## src/rtl/csr_pkg.sv

```systemverilog
package csr_pkg;
  typedef enum logic [1:0] {
    OP_NONE  = 2'b00,
    OP_WRITE = 2'b01,
    OP_SET   = 2'b10,
    OP_CLEAR = 2'b11
  } csr_op_e;

  localparam logic [11:0] ADR_MSTATUS  = 12'h300;
  localparam logic [11:0] ADR_MISA     = 12'h301;
  localparam logic [11:0] ADR_MIE      = 12'h304;
  localparam logic [11:0] ADR_MTVEC    = 12'h305;
  localparam logic [11:0] ADR_MCNTEN   = 12'h306;
  localparam logic [11:0] ADR_MSCRATCH = 12'h340;
  localparam logic [11:0] ADR_MEPC     = 12'h341;
  localparam logic [11:0] ADR_MCAUSE   = 12'h342;
  localparam logic [11:0] ADR_MTVAL    = 12'h343;
  localparam logic [11:0] ADR_MIP      = 12'h344;
  localparam logic [11:0] ADR_VENDOR   = 12'hF11;
  localparam logic [11:0] ADR_ARCH     = 12'hF12;
  localparam logic [11:0] ADR_IMPL     = 12'hF13;
  localparam logic [11:0] ADR_HART     = 12'hF14;

  localparam int BIT_MIE    = 3;
  localparam int BIT_MPIE   = 7;
  localparam int BIT_MPP_LO = 11;
  localparam int NUM_IRQ    = 3;
  localparam int IRQ_BITS [NUM_IRQ] = '{3, 7, 11};
endpackage

```

## src/rtl/csr_decode.sv

```systemverilog
module csr_decode
  import csr_pkg::*;
(
  input  logic        valid,
  input  logic [2:0]  funct3,
  input  logic [11:0] addr,
  input  logic [4:0]  rd,
  input  logic [4:0]  rs1,
  input  logic [1:0]  priv,
  input  logic        addr_hit,
  output csr_op_e     op,
  output logic        do_read,
  output logic        do_write,
  output logic        bad
);
  logic wants_write, wants_read, ro_space, priv_low, op_bad;

  always_comb begin
    op          = csr_op_e'(funct3[1:0]);
    op_bad      = (op == OP_NONE);
    wants_write = (op == OP_WRITE) || (rs1 != 5'd0);
    wants_read  = !((op == OP_WRITE) && (rd == 5'd0));
    ro_space    = (addr[11:10] == 2'b11);
    priv_low    = (priv < addr[9:8]);
    bad         = valid && (op_bad || !addr_hit || priv_low || (ro_space && wants_write));
    do_read     = valid && !bad && wants_read;
    do_write    = valid && !bad && wants_write;
  end
endmodule

```

## src/rtl/csr_alu.sv

```systemverilog
module csr_alu
  import csr_pkg::*;
#(
  parameter int XLEN = 32
) (
  input  csr_op_e          op,
  input  logic [XLEN-1:0]  old_val,
  input  logic [XLEN-1:0]  src,
  output logic [XLEN-1:0]  result
);
  always_comb begin
    unique case (op)
      OP_WRITE: result = src;
      OP_SET:   result = old_val | src;
      OP_CLEAR: result = old_val & ~src;
      default:  result = old_val;
    endcase
  end
endmodule

```

## src/rtl/csr_regs.sv

```systemverilog
module csr_regs
  import csr_pkg::*;
#(
  parameter int          XLEN      = 32,
  parameter logic [31:0] VENDOR_ID = 32'h0,
  parameter logic [31:0] ARCH_ID   = 32'h0,
  parameter logic [31:0] IMPL_ID   = 32'h0,
  parameter logic [31:0] HART_ID   = 32'h0
) (
  input  logic                clk,
  input  logic                rst_n,
  input  logic [11:0]         addr,
  input  logic                we,
  input  logic [XLEN-1:0]     raw,
  input  logic [NUM_IRQ-1:0]  irq_pend,
  output logic [XLEN-1:0]     cur,
  output logic                hit,
  output logic [XLEN-1:0]     legal
);
  localparam logic [XLEN-1:0] MISA_VAL =
    (XLEN'(1) << (XLEN-2)) | (XLEN'(1) << 12) | (XLEN'(1) << 8) | (XLEN'(1) << 2);
  localparam logic [XLEN-1:0] CNTEN_MASK = XLEN'(7);

  logic [XLEN-1:0] irq_mask, mip_view;
  logic [XLEN-1:0] mstatus_q, mie_q, mtvec_q, mcnten_q, mscratch_q, mepc_q, mcause_q, mtval_q;

  always_comb begin
    irq_mask = '0;
    mip_view = '0;
    for (int i = 0; i < NUM_IRQ; i++) begin
      irq_mask[IRQ_BITS[i]] = 1'b1;
      mip_view[IRQ_BITS[i]] = irq_pend[i];
    end
  end

  always_comb begin
    hit = 1'b1;
    unique case (addr)
      ADR_MSTATUS:  cur = mstatus_q;
      ADR_MISA:     cur = MISA_VAL;
      ADR_MIE:      cur = mie_q;
      ADR_MTVEC:    cur = mtvec_q;
      ADR_MCNTEN:   cur = mcnten_q;
      ADR_MSCRATCH: cur = mscratch_q;
      ADR_MEPC:     cur = mepc_q;
      ADR_MCAUSE:   cur = mcause_q;
      ADR_MTVAL:    cur = mtval_q;
      ADR_MIP:      cur = mip_view;
      ADR_VENDOR:   cur = XLEN'(VENDOR_ID);
      ADR_ARCH:     cur = XLEN'(ARCH_ID);
      ADR_IMPL:     cur = XLEN'(IMPL_ID);
      ADR_HART:     cur = XLEN'(HART_ID);
      default: begin
        cur = '0;
        hit = 1'b0;
      end
    endcase
  end

  // Per-register write coercion: legal is exactly what a later read returns.
  always_comb begin
    legal = raw;
    unique case (addr)
      ADR_MSTATUS: begin
        legal = '0;
        legal[BIT_MIE]  = raw[BIT_MIE];
        legal[BIT_MPIE] = raw[BIT_MPIE];
        legal[BIT_MPP_LO+1:BIT_MPP_LO] =
          (raw[BIT_MPP_LO+1:BIT_MPP_LO] == 2'b11) ? 2'b11 : 2'b00;
      end
      ADR_MIE:    legal = raw & irq_mask;
      ADR_MTVEC:  legal = {raw[XLEN-1:2], 1'b0, raw[0] & ~raw[1]};
      ADR_MCNTEN: legal = raw & CNTEN_MASK;
      ADR_MEPC:   legal = {raw[XLEN-1:1], 1'b0};
      ADR_MISA, ADR_MIP, ADR_VENDOR, ADR_ARCH, ADR_IMPL, ADR_HART: legal = cur;
      default:    legal = raw;
    endcase
  end

  always_ff @(posedge clk or negedge rst_n) begin
    if (!rst_n) begin
      mstatus_q  <= '0;
      mie_q      <= '0;
      mtvec_q    <= '0;
      mcnten_q   <= '0;
      mscratch_q <= '0;
      mepc_q     <= '0;
      mcause_q   <= '0;
      mtval_q    <= '0;
    end else if (we) begin
      unique case (addr)
        ADR_MSTATUS:  mstatus_q  <= legal;
        ADR_MIE:      mie_q      <= legal;
        ADR_MTVEC:    mtvec_q    <= legal;
        ADR_MCNTEN:   mcnten_q   <= legal;
        ADR_MSCRATCH: mscratch_q <= legal;
        ADR_MEPC:     mepc_q     <= legal;
        ADR_MCAUSE:   mcause_q   <= legal;
        ADR_MTVAL:    mtval_q    <= legal;
        default: ;
      endcase
    end
  end
endmodule

```

## src/rtl/csr_unit.sv

```systemverilog
module csr_unit
  import csr_pkg::*;
#(
  parameter int          XLEN      = 32,
  parameter logic [31:0] VENDOR_ID = 32'h0,
  parameter logic [31:0] ARCH_ID   = 32'h0,
  parameter logic [31:0] IMPL_ID   = 32'h0,
  parameter logic [31:0] HART_ID   = 32'h0
) (
  input  logic              clk,
  input  logic              rst_n,
  input  logic              req_valid,
  input  logic [2:0]        req_funct3,
  input  logic [11:0]       req_addr,
  input  logic [4:0]        req_rd,
  input  logic [4:0]        req_rs1,
  input  logic [XLEN-1:0]   req_rs1_val,
  input  logic [1:0]        req_priv,
  input  logic [2:0]        irq_pend,
  output logic [XLEN-1:0]   rd_data,
  output logic              rd_valid,
  output logic              wr_strobe,
  output logic [XLEN-1:0]   wr_data,
  output logic              illegal
);
  csr_op_e         op;
  logic            hit, do_read, do_write;
  logic [XLEN-1:0] src, cur, raw, legal;

  assign src = req_funct3[2] ? XLEN'(req_rs1) : req_rs1_val;

  csr_decode u_dec (
    .valid(req_valid), .funct3(req_funct3), .addr(req_addr), .rd(req_rd),
    .rs1(req_rs1), .priv(req_priv), .addr_hit(hit), .op(op),
    .do_read(do_read), .do_write(do_write), .bad(illegal)
  );

  csr_alu #(.XLEN(XLEN)) u_alu (.op(op), .old_val(cur), .src(src), .result(raw));

  csr_regs #(
    .XLEN(XLEN), .VENDOR_ID(VENDOR_ID), .ARCH_ID(ARCH_ID),
    .IMPL_ID(IMPL_ID), .HART_ID(HART_ID)
  ) u_regs (
    .clk(clk), .rst_n(rst_n), .addr(req_addr), .we(do_write), .raw(raw),
    .irq_pend(irq_pend), .cur(cur), .hit(hit), .legal(legal)
  );

  assign rd_valid  = do_read;
  assign rd_data   = do_read ? cur : '0;
  assign wr_strobe = do_write;
  assign wr_data   = do_write ? legal : '0;
endmodule

```

## config.mk

```make
export PLATFORM = sky130hd
export DESIGN_NAME = csr_unit
export DESIGN_NICKNAME = d
export VERILOG_FILES = /design/src/rtl/csr_pkg.sv /design/src/rtl/csr_decode.sv /design/src/rtl/csr_alu.sv /design/src/rtl/csr_regs.sv /design/src/rtl/csr_unit.sv
export SDC_FILE = /design/constraint.sdc
export NUM_CORES = 1
export LEC_CHECK = 0
export BUFFER_PORTS_ARGS = -buffer_cell sky130_fd_sc_hd__buf_4
export CORE_MARGIN = 2
export CORE_UTILIZATION = 55
export CTS_CLUSTER_DIAMETER = 150
export DETAILED_ROUTE_END_ITERATION = 10
export PLACE_DENSITY_LB_ADDON = 0.12
export SLEW_MARGIN = 20
export SYNTH_ARGS = -nofsm -noshare
export SYNTH_HDL_FRONTEND = slang
export SYNTH_HIERARCHICAL = 1
export SYNTH_SLANG_ARGS = --single-unit
```

## constraint.sdc

```tcl
create_clock -name clk -period 4.1 [get_ports clk]
set_clock_uncertainty 0.2 [all_clocks]
set_input_delay 0.41 -clock clk [delete_from_list [all_inputs] [get_ports clk]]
set_output_delay 0.41 -clock clk [all_outputs]
set_load 0.05 [all_outputs]
```

==> qor.txt <==
status -> complete, no violations
critical path fanouts, max -> 5
Fmax -> 0.249 GHz
Min-Delay Path Class -> input pin to flop
worst hold slack -> 0.193 ns
drt pass-1 iters -> 5
gr ovfl total -> 0
Tmin final -> 4.01 ns
Setup crit start -> req_addr[5]
Post-synth ARST share -> 1.00
mapped cell area -> 13,100 um2
Routed wire per std cell -> 21.0 um
area leader, netlist -> dfrtp_1
Die X -> 158 um
cts bufs inserted -> 26
Clock Path Buffers -> 3
initial DRC count -> 808
syn_area_per_cell -> 10.8 um2
Arr. time, crit path -> 3.40 ns
max-slew violation count -> 0
die height -> 158 um
reg-to-reg slack, setup -> 1.39 ns
DRC -> 0
antenna violations before repair -> 0
final setup vio count -> 0
share of the synthesized area in the top cell type -> 0.489
R2R cell count -> 13
largest net degree at the start of global routing -> 124
CTS tree -> yes
RSZ-0062 raised after global routing -> true
clk root buf -> clkbuf_16
layout cells sized above 1 -> 0.226
Routed WL -> 35,800 um
setup TNS -> 0 ns
share of the yosys chip area belonging to registers -> 0.489
Sequential Area -> 6410 um2
Final ANT Viol Nets -> 0
core region area -> 23,500 um2
antenna cell count -> 0
port buffer count -> 131
clock sinks -> 256
WP data required -> 3.49 ns
CTS clk-pin slew, worst paths -> 0.06 ns
CP Launch Type -> input pin
post-synth net total -> 1,275
Final Cycle Share -> 0.978
number of max-cap violations -> 0
Layout area overhead -> 19.1%
Vias/cell -> 5.90
ranking of synthesized cells by area -> dfrtp_1 (49%), mux2_1 (9.7%), and2_1 (7.1%)
worst setup path endpoint -> wr_data[11]
Post-CTS Setup Inserts -> 0
global-route wire length before repair -> 56,200 um
Fillers -> 1,863
via count -> 10,000
Fin. Hold Viols -> 0
WS Path Type -> input pin to output port
Layout Cells excl Fill -> 1,701
Placed Area -> 14,800 um2
num rows -> 56
GPL Wtd Cong -> 0.978
synth cell count leaders -> dfrtp_1 (256), and2_1 (149), mux2_1 (113)
relative slew slack -> 0.371
die area -> 25,100 um2
Skew-Pair Late Insertion Delay -> 0.53 ns
Main synth FF type -> dfrtp_1
Top Ports -> 132
CTS H-tree lvls -> 1
worst vdd ir -> 0.379 mV
synth warn -> 6
GRT Total Usage -> 0.291
FF+latch count, synth -> 256
Total Nets Final -> 1,431
count of cell types in the netlist -> 71
placed cell count -> 1,655
post-route cell area -> 15,600 um2
Tot Pwr -> 5.20 mW
Post-DP HPWL -> 25,100 um
most common cell in the netlist -> dfrtp_1
PD cells -> 333 nW/um2
Initial Utilization -> 0.559
reg-to-reg startpoint -> u_regs/mscratch_q[2]
Syn Inst Count -> 1,209
Slew @ Worst Pin -> 0.944 ns
capturing point of the worst reg2reg path -> u_regs/mcause_q[2]
leak pwr -> 7.67 nW
vias in the first global route -> 9,797
multi-input combinational cell area -> 6020 um2
Post-synth EDFFs -> 0
crit end category -> output port
## worst max-delay path, stage by stage
cell      delay, ns
buf_4          0.11
or4_1          0.58
or4_4          0.49
nor2_2         0.27
a221oi_2       0.13
o21ai_2        0.10
inv_1          0.06
a22oi_1        0.27
a21oi_1        0.11
o21ai_0        0.24
and3_1         0.20
a221o_1        0.11
and2_1         0.12
buf_4          0.19
## power breakdown
part / leakage (nW) / switching [mW] / internal [mW]
clock network: 0.413 / 0.956 / 1.32
logic: 3.68 / 0.236 / 0.154
registers: 3.58 / 0.00000270 / 2.53
total: 7.67 / 1.19 / 4.00
## cells in the final DEF (no fill, tap or decap), types with 6 or more instances in the layout
| master | instances |
|---|---|
| o21ai_1 | 13 |
| clkbuf_16 | 27 |
| clkbuf_8 | 7 |
| o22ai_1 | 24 |
| a21oi_1 | 11 |
| mux2_1 | 113 |
| a221oi_1 | 25 |
| nor3_1 | 9 |
| nor2_1 | 18 |
| inv_1 | 36 |
| o21ai_0 | 32 |
| nand2_1 | 106 |
| dfrtp_1 | 256 |
| a22oi_1 | 62 |
| buf_4 | 213 |
| xnor2_1 | 33 |
| a221o_1 | 25 |
| buf_12 | 9 |
| a222oi_1 | 6 |
| and2_1 | 149 |
| a22o_1 | 27 |
| mux2_2 | 23 |
| and3_1 | 8 |
| nor2b_1 | 57 |
## metrics by stage
| stage | util | setup WS (ns) |
|---|---|---|
| floorplan | - | 0.00101 |
| global placement | 0.629 | 0.0983 |
| detailed placement | 0.629 | 0.0272 |
| CTS | 0.665 | 0.0112 |
| global route | 0.666 | -0.0470 |
| finish | 0.666 | 0.0902 |
## logic make-up (layout without fill, tap and decap cells)
| group | count (synthesis) | in the layout | synth area share |
|---|---|---|---|
| buffers and inverters | 134 | 307 | 0.0532 |
| xor gates and xnor gates | 33 | 33 | 0.0220 |
| and+or+nand+nor | 388 | 388 | 0.165 |
| muxes | 145 | 145 | 0.126 |
| AOI/OAI and AO/OA | 252 | 252 | 0.145 |
| DFF | 256 | 256 | 0.489 |
| adders and majority gates | 1 | 1 | 0.000954 |
## worst min-delay path by stage
stage | startpoint | endpoint | slack [ns] | cells past startpoint
2_1_floorplan | rst_n | u_regs/mcause_q[0] | -0.09 | 0
3_3_place_gp | u_regs/mtvec_q[12] | u_regs/mtvec_q[12] | 0.25 | 2
3_5_place_dp | u_regs/mtvec_q[7] | u_regs/mtvec_q[7] | 0.26 | 2
4_1_cts | req_addr[2] | u_regs/mtvec_q[0] | 0.16 | 4
5_1_grt | req_addr[2] | u_regs/mtvec_q[0] | 0.18 | 4
6_report | req_addr[2] | u_regs/mtvec_q[0] | 0.19 | 4
## area by class of cell
cell class | instances | share of cell area
timing repair buffer | 226 | 0.117
sequential | 256 | 0.410
multi-input combinational | 819 | 0.386
tap | 319 | 0.0256
inverter | 36 | 0.00865
clock inverter | 6 | 0.00240
clock buffer | 39 | 0.0506
## routing by layer
| metal | share of wire | wire length [um] | vias to the layer above | track usage |
|---|---|---|---|---|
| met5 | 0 | 0 | - | 0 |
| met4 | 0.013 | 448 | 0 | 0.0553 |
| met3 | 0.092 | 3270 | 40 | 0.0667 |
| met2 | 0.42 | 15000 | 393 | 0.407 |
| met1 | 0.48 | 17100 | 5010 | 0.462 |
| li1 | - | - | 4596 | - |
## timing repair
item	CTS	global route
gates resized for setup	0	4
hold endpoints to repair	120	0
setup endpoints to repair	0	10
hold buffers	1	0
## state kept, by name (all words and copies together), names as in the netlist
name	flops
u_regs/mcause_q	32
u_regs/mepc_q	32
u_regs/mtvec_q	32
u_regs/mcnten_q	32
u_regs/mtval_q	32
u_regs/mie_q	32
u_regs/mscratch_q	32
u_regs/mstatus_q	32
Power figures use the tool's default switching activity.
